### src/rtl/adc_res_pkg.sv
package adc_res_pkg;

  // which byte of the pair a bus cycle targets
  typedef enum logic [1:0] {
    BSEL_NONE = 2'd0,
    BSEL_LO   = 2'd1,
    BSEL_HI   = 2'd2
  } byte_sel_e;

endpackage

### src/rtl/adc_res_hold.sv
// Visible result plus one-deep pending slot, guarded by a read-order freeze.
module adc_res_hold #(
  parameter int RES_W = 10
) (
  input  logic             clk,
  input  logic             rst,
  input  logic             conv_done,
  input  logic [RES_W-1:0] conv_data,
  input  logic             lo_rd,
  input  logic             hi_rd,
  output logic [RES_W-1:0] vis_q
);

  logic [RES_W-1:0] pend_q;
  logic             pend_vld_q;
  logic             frozen_q;
  logic             hold_now;

  // a low read in this cycle already counts as frozen; a high read releases
  assign hold_now = (frozen_q || lo_rd) && !hi_rd;

  always_ff @(posedge clk) begin
    if (rst) begin
      vis_q      <= '0;
      pend_q     <= '0;
      pend_vld_q <= 1'b0;
      frozen_q   <= 1'b0;
    end else begin
      if (conv_done) begin
        if (hold_now) begin
          pend_q     <= conv_data;
          pend_vld_q <= 1'b1;
        end else begin
          vis_q      <= conv_data;
          pend_vld_q <= 1'b0;
        end
      end else if (frozen_q && hi_rd && pend_vld_q) begin
        vis_q      <= pend_q;
        pend_vld_q <= 1'b0;
      end

      if (hi_rd) begin
        frozen_q <= 1'b0;
      end else if (lo_rd) begin
        frozen_q <= 1'b1;
      end
    end
  end

endmodule

### src/rtl/adc_res_align.sv
// Presents the stored result in the selected layout on the byte bus.
module adc_res_align
  import adc_res_pkg::*;
#(
  parameter int RES_W  = 10,
  parameter int DATA_W = 8
) (
  input  logic [RES_W-1:0]  res,
  input  logic              left_align,
  input  byte_sel_e         sel,
  output logic [DATA_W-1:0] rdata
);

  localparam int PAIR_W = 2 * DATA_W;
  localparam int PAD_W  = PAIR_W - RES_W;

  logic [PAIR_W-1:0] pair;

  generate
    if (PAD_W > 0) begin : g_pad
      always_comb begin
        if (left_align) pair = {res, {PAD_W{1'b0}}};
        else            pair = {{PAD_W{1'b0}}, res};
      end
    end else begin : g_full
      always_comb pair = res;
    end
  endgenerate

  always_comb begin
    unique case (sel)
      BSEL_LO: rdata = pair[DATA_W-1:0];
      BSEL_HI: rdata = pair[PAIR_W-1:DATA_W];
      default: rdata = '0;
    endcase
  end

endmodule

### src/rtl/adc_result_regs.sv
module adc_result_regs
  import adc_res_pkg::*;
#(
  parameter int RES_W   = 10,
  parameter int DATA_W  = 8,
  parameter int ADDR_W  = 2,
  parameter int LO_ADDR = 0,
  parameter int HI_ADDR = 1
) (
  input  logic              clk,
  input  logic              rst,
  input  logic              conv_done,
  input  logic [RES_W-1:0]  conv_data,
  input  logic              left_align,
  input  logic [ADDR_W-1:0] bus_addr,
  input  logic              bus_rd,
  input  logic              bus_wr,
  output logic [DATA_W-1:0] bus_rdata
);

  localparam logic [ADDR_W-1:0] LO_A = ADDR_W'(LO_ADDR);
  localparam logic [ADDR_W-1:0] HI_A = ADDR_W'(HI_ADDR);

  logic             rd_en;
  logic             lo_rd;
  logic             hi_rd;
  byte_sel_e        sel;
  logic [RES_W-1:0] vis_q;

  assign rd_en = bus_rd && !bus_wr;
  assign lo_rd = rd_en && (bus_addr == LO_A);
  assign hi_rd = rd_en && (bus_addr == HI_A);

  always_comb begin
    if (lo_rd)      sel = BSEL_LO;
    else if (hi_rd) sel = BSEL_HI;
    else            sel = BSEL_NONE;
  end

  adc_res_hold #(
    .RES_W (RES_W)
  ) u_hold (
    .clk       (clk),
    .rst       (rst),
    .conv_done (conv_done),
    .conv_data (conv_data),
    .lo_rd     (lo_rd),
    .hi_rd     (hi_rd),
    .vis_q     (vis_q)
  );

  adc_res_align #(
    .RES_W  (RES_W),
    .DATA_W (DATA_W)
  ) u_align (
    .res        (vis_q),
    .left_align (left_align),
    .sel        (sel),
    .rdata      (bus_rdata)
  );

endmodule

### config.mk
export PLATFORM = sky130hd
export DESIGN_NAME = adc_result_regs
export DESIGN_NICKNAME = d
export VERILOG_FILES = /design/src/rtl/adc_res_pkg.sv /design/src/rtl/adc_res_hold.sv /design/src/rtl/adc_res_align.sv /design/src/rtl/adc_result_regs.sv
export SDC_FILE = /design/constraint.sdc
export NUM_CORES = 1
export LEC_CHECK = 0
export ABC_AREA = 1
export BUFFER_PORTS_ARGS = -buffer_cell sky130_fd_sc_hd__clkbuf_2
export CAP_MARGIN = 10
export CORE_ASPECT_RATIO = 1.25
export CORE_MARGIN = 8
export CORE_UTILIZATION = 54
export DETAILED_ROUTE_END_ITERATION = 10
export PLACE_DENSITY = 0.88
export SETUP_SLACK_MARGIN = 0.02
export SLEW_MARGIN = 25
export SYNTH_ARGS = -nofsm -noshare
export SYNTH_HDL_FRONTEND = slang
export SYNTH_SLANG_ARGS = --single-unit
### constraint.sdc
create_clock -name clk -period 1.2 [get_ports clk]
set_input_delay 0.12 -clock clk [delete_from_list [all_inputs] [get_ports clk]]
set_output_delay 0.12 -clock clk [all_outputs]
set_load 0.01 [all_outputs]
# Word level (Yosys, flattened, before mapping)
# Cells that the tools add are included.
dict set report totals {
  output_inout_bits 8
  ff_bits 22
  input_bits 18
}
dict set report classes {
  n_eq_ne 4
  reduce_logical 14
  muxes 10
}
# cell count
set op_table {}
lappend op_table {{10-bit 2-to-1 mux} 3}
lappend op_table {{16-bit 2-to-1 mux} 1}
lappend op_table {{8-bit one-hot mux with 2 select lines} 1}
lappend op_table {{1-bit logical AND} 6}
lappend op_table {{2-bit by 1-bit equality test with 1-bit output, second input constant} 2}
lappend op_table {{2-bit 2-to-1 mux} 2}
lappend op_table {{2-bit AND reduction} 2}
lappend op_table {{1-bit 2-to-1 mux} 3}
lappend op_table {{2-bit equality test, second input constant} 1}
lappend op_table {{1-bit zero test} 2}
lappend op_table {{2-bit zero test} 1}
lappend op_table {{2-bit != test, second input constant} 1}
lappend op_table {{2-bit nonzero test} 1}
lappend op_table {{2-bit OR reduction} 1}
lappend op_table {{1-bit logical OR} 1}

# Logic depth before layout (Yosys ltp)
dict set report logic_depth {
  ltp_word 7
  mapped_depth 9
  depth_no_buf 8
}

# Modules after synthesis
# From an unflattened synthesis, not the netlist that was laid out.
dict set report unflattened {
  hier_cells 225
  hier_area_um2 1505.2
}
# mod cells_per_inst area_each_um2 n_inst seq_area_each_um2
set modules_own_cells {}
lappend modules_own_cells {adc_res_hold 164 1222.4 1 440.4}
lappend modules_own_cells {adc_res_align 52 246.5 1 0.0}
lappend modules_own_cells {adc_result_regs 9 36.3 1 0.0}

# Worst setup path after synthesis
# Ideal clock, no wire load.
dict set report synth_timing {
  path_kind {flip-flop to flip-flop}
  startpoint {register u_hold.frozen_q}
  endpoint {register u_hold.vis_q[0]}
  slack_ns 0.239
  n_path_buf 1
  t_required_ns 1.085
  arrival_ns 0.846
  setup_time_ns 0.115
  stages_incl_launch_ff 9
  path_cell_list {dfxtp_1 nand2_1 inv_1 nand3_1 nand2_1 buf_4 nand3_1 nand2_1 nor2_1}
}
dict set report synth_between {
  elab_chain_cells 4
}
# item line_no
set synth_lines {}
lappend synth_lines {{start: declaration} adc_res_hold.sv:16} ;# logic frozen_q;
lappend synth_lines {{start signal: assignment} adc_res_hold.sv:27} ;# frozen_q <= 1'b0;
lappend synth_lines {{start signal: assignment} adc_res_hold.sv:43} ;# frozen_q <= 1'b0;
lappend synth_lines {{start signal: assignment} adc_res_hold.sv:45} ;# frozen_q <= 1'b1;
lappend synth_lines {{1-bit logical OR / 1-bit logical AND (equally long branches)} {adc_res_hold.sv:20, adc_res_hold.sv:37}}
lappend synth_lines {{1-bit logical AND (on tied branches)} {adc_res_hold.sv:20, adc_res_hold.sv:37}}
lappend synth_lines {{2-bit != test (no line) / 2-bit nonzero test (equally long branches)} n/a}
lappend synth_lines {{2-bit AND reduction (no line) *} n/a}
lappend synth_lines {{end signal: assignment} adc_res_hold.sv:34} ;# vis_q <= conv_data;
lappend synth_lines {{end signal: assignment} adc_res_hold.sv:38} ;# vis_q <= pend_q;
lappend synth_lines {{end: declaration} adc_res_hold.sv:11} ;# output logic [RES_W-1:0] vis_q
# Every way passes the cells marked *; elsewhere a longest branch is shown, timed or not.
# A chain may end at the register's enable or synchronous reset.

# Worst setup path in the final report
dict set report layout_timing {
  startpoint {register u_hold.vis_q[2]}
  endpoint {output bus_rdata[0]}
}
dict set report layout_between {
  elab_chain_cells 2
}
# item line_no
set layout_lines {}
lappend layout_lines {{16-bit 2-to-1 mux} adc_res_align.sv:22} ;# if (left_align) pair = {res, {PAD_W{1'b0}}};
lappend layout_lines {{8-bit one-hot mux with 2 select lines} adc_res_align.sv:31} ;# unique case (sel)
lappend layout_lines {{end: declaration} adc_result_regs.sv:18} ;# output logic [DATA_W-1:0] bus_rdata
# No other way between the ends.

==> flow_summary.toml <==
[outcome]
run_status = "complete, but fails checks"
violations = "negative setup slack"

[timing]
drv_slew = 0
tightest_slew_ps = 311.5
setup_ws_ps = -2.275
hold_viol = 0
finalCriticalPeriod_ps = 1202
setup_violations = 1
period_share_pct = 100.2
slew_headroom_pct = 79.21
clock-skew-final_ps = 1.128
grt_setup_unrepaired = "yes"
max_freq_mhz = 831.8

[place]
dp_hpwl_mm = 1.927
io_buffer_count = 25
placed_cell_area_sq_mm = 0.001435
routabilityCongestion = 0.8019

[clock_network]
clk_pin_slew_worst_paths_ps = 120
cts_buffer_depth = 2
htree_levels = 1
cts_root_buf = "clkbuf_4"
cts_made_buffers = 3
cts_tree = "done"
hold_buffers = 0
insertion_delay_ps = 300
cts.sinks = 22

[final_layout]
drive_gt1_share_pct = 27.27
final_cell_mix = "nand2_1 (33), nor2_1 (31), inv_1 (27)"
syn2layout_area_growth_pct = 18.23
nets = 239
final_common_cell = "nand2_1"
antenna_cells = 0
final_cell_area_sq_mm = 0.001534
final_util_pct = 65.21

[yosys]
yosys.area_share.simple_pct = 35.49
ys_seq_elements = 22
syn_nets = 215
syn_area_sq_mm = 0.001297
synth_compound_area_share_pct = 13.89
synthMuxAreaShare_pct = 1.543
synth_cell_type_count = 21
yosys_warnings = 0
syn_area_per_cell_sq_um = 6.586
yosys.area_share.xor_xnor_pct = 0
synthCells = 197
synth-seq-area-share_pct = 33.94
yosys.area_share.adder_pct = 0
synth_top_family_by_area = "simple AND/OR/NAND/NOR gates"

[hold_path]
hp-class = "primary input to register"

[floorplanning]
initial_utilization_pct = 55.16
fp-row-count = 20
die_area_sq_mm = 0.004237
io_pins = 26
fp.dieH_um = 70.81
design.core.area_sq_mm = 0.002352
die_w_um = 59.85

[drt]
drtAntennaViolNets = 0
finalWirelength_mm = 2.849
drtPass1Iterations = 4
drtIter0Drc = 48
drc_errors = 0
wl_per_cell_um = 11.26
viasPerCell = 5.024
vias = 1271

[global_route]
grt_max_degree = 25
use_met3_pct = 3.085
use_met2_pct = 22.48
grt-busiest-layer = "met2"
antenna_found_initial = 0
grt_pass1_vias = 1096
grt_pass1_wl_mm = 4.616
globalRouteMet1Util_pct = 15.25
grt_usage_pct = 13.30
grt_overflow_total = 0

[pwr]
p_comb_share_pct = 19.8
clockPowerShare_pct = 26.6
p_per_area_mw_per_mm2 = 985.1
seq_power_share_pct = 53.6
switching_share_pct = 27.81
vdd.ir_drop.worst_uv = 785.4
total_power_w = 0.001511
p_leak_nw = 0.7938
intPower_w = 0.001091
p_sw_w = 0.0004202

[run]
maxCapViolations = 0

[worst_setup_path]
arrival_ps = 1080
worstSetupPathType = "register to output pin"
worstPathRequired_ps = 1080
crit_fanout = 3
cp-end-kind = "output pin"
start_kind = "register"
-- layer usage --
layer | share of wire [%] | up-vias
met1 | 44 | 557
met5 | 0 | -
met2 | 49 | 33
met3 | 4.2 | 7
li1 | - | 674
met4 | 2.3 | 0
-- metrics by stage --
stage	setup slack (ps)	hold WS (ps)	setup TNS, ps	std cells
3_5_place_dp	-14.53	477.4	-17.27	247
4_1_cts	-2.860	150.1	-2.860	251
5_1_grt	-73.78	134.1	-212.3	253
3_3_place_gp	37.87	466.4	0	247
6_report	-2.275	154.2	-2.275	253
2_1_floorplan	239.3	191.5	0	197
-- synth_stat cells --
cell type,number,share of area [%]
nor2_1,33,9.5
nand3_1,13,5.0
nand4_1,10,4.8
a21o_1,2,1.2
nand2_2,2,0.96
inv_2,1,0.29
buf_6,3,2.6
inv_1,27,7.8
a22o_1,4,2.7
a21oi_1,23,8.9
buf_4,4,2.3
buf_2,4,1.5
o21ai_0,3,1.2
nor2_4,2,1.7
clkbuf_1,2,0.58
nand2_4,2,1.7
dfxtp_1,22,34
nor2_2,1,0.48
nand3_2,1,0.77
nand2_1,36,10
mux2i_1,2,1.5
-- sequential cells by signal, summed over array words and instances (netlist names) --
| name | cells |
|---|---|
| u_hold.frozen_q | 1 |
| u_hold.pend_vld_q | 1 |
| u_hold.pend_q | 10 |
| u_hold.vis_q | 10 |
-- critical path, cell delays in order (launching register included) --
cell,delay [ps]
dfxtp_2,370
nand2_2,60
a21oi_2,130
a21o_1,90
buf_2,120
-- worst paths after layout --
path                      endpoint  depth (start not counted)  slack (ps)              start
setup reg to reg   u_hold.vis_q[6]                          8         130  u_hold.pend_vld_q
setup / recovery      bus_rdata[0]                          4          -2    u_hold.vis_q[2]
hold / removal    u_hold.pend_q[4]                          5         150       conv_data[4]
hold reg to reg    u_hold.vis_q[1]                          2         500    u_hold.vis_q[1]
-- power groups by stage --
stage / logic [W] / clock network [W] / registers [W]
CTS: 0.000279 / 0.000412 / 0.000805
finish: 0.000300 / 0.000402 / 0.000809
global placement: 0.000272 / 0 / 0.000817
global route: 0.000338 / 0.000456 / 0.000813
detailed placement: 0.000277 / 0 / 0.000818
floorplan: 0.000211 / 0 / 0.000810
-- logic make-up (layout without fill, tap and decap cells) --
group | after synthesis | after routing
buffers and inverters | 41 | 64
multiplexers | 2 | 2
AND/OR/NAND/NOR | 100 | 100
flip-flops | 22 | 22
AO/OA/AOI/OAI | 32 | 32
-- final cells by class --
type                       instances  area (sq um)
fill                             218         818.3
multi-input combinational        134         680.7
sequential                        22         450.4
timing repair buffer              32         220.2
inverter                          28         105.1
tap                               33         41.29
clock buffer                       4         36.28
-- repair_timing --
| item | 4_1_cts | 5_1_grt |
|---|---|---|
| pin swaps | 3 | 3 |
| gates cloned | 0 | 1 |
| buffers inserted | 0 | 1 |
| resized for setup | 7 | 15 |
| endpoints found under the setup margin | 8 | 9 |
Note: power is estimated with default switching activity, not from simulation.
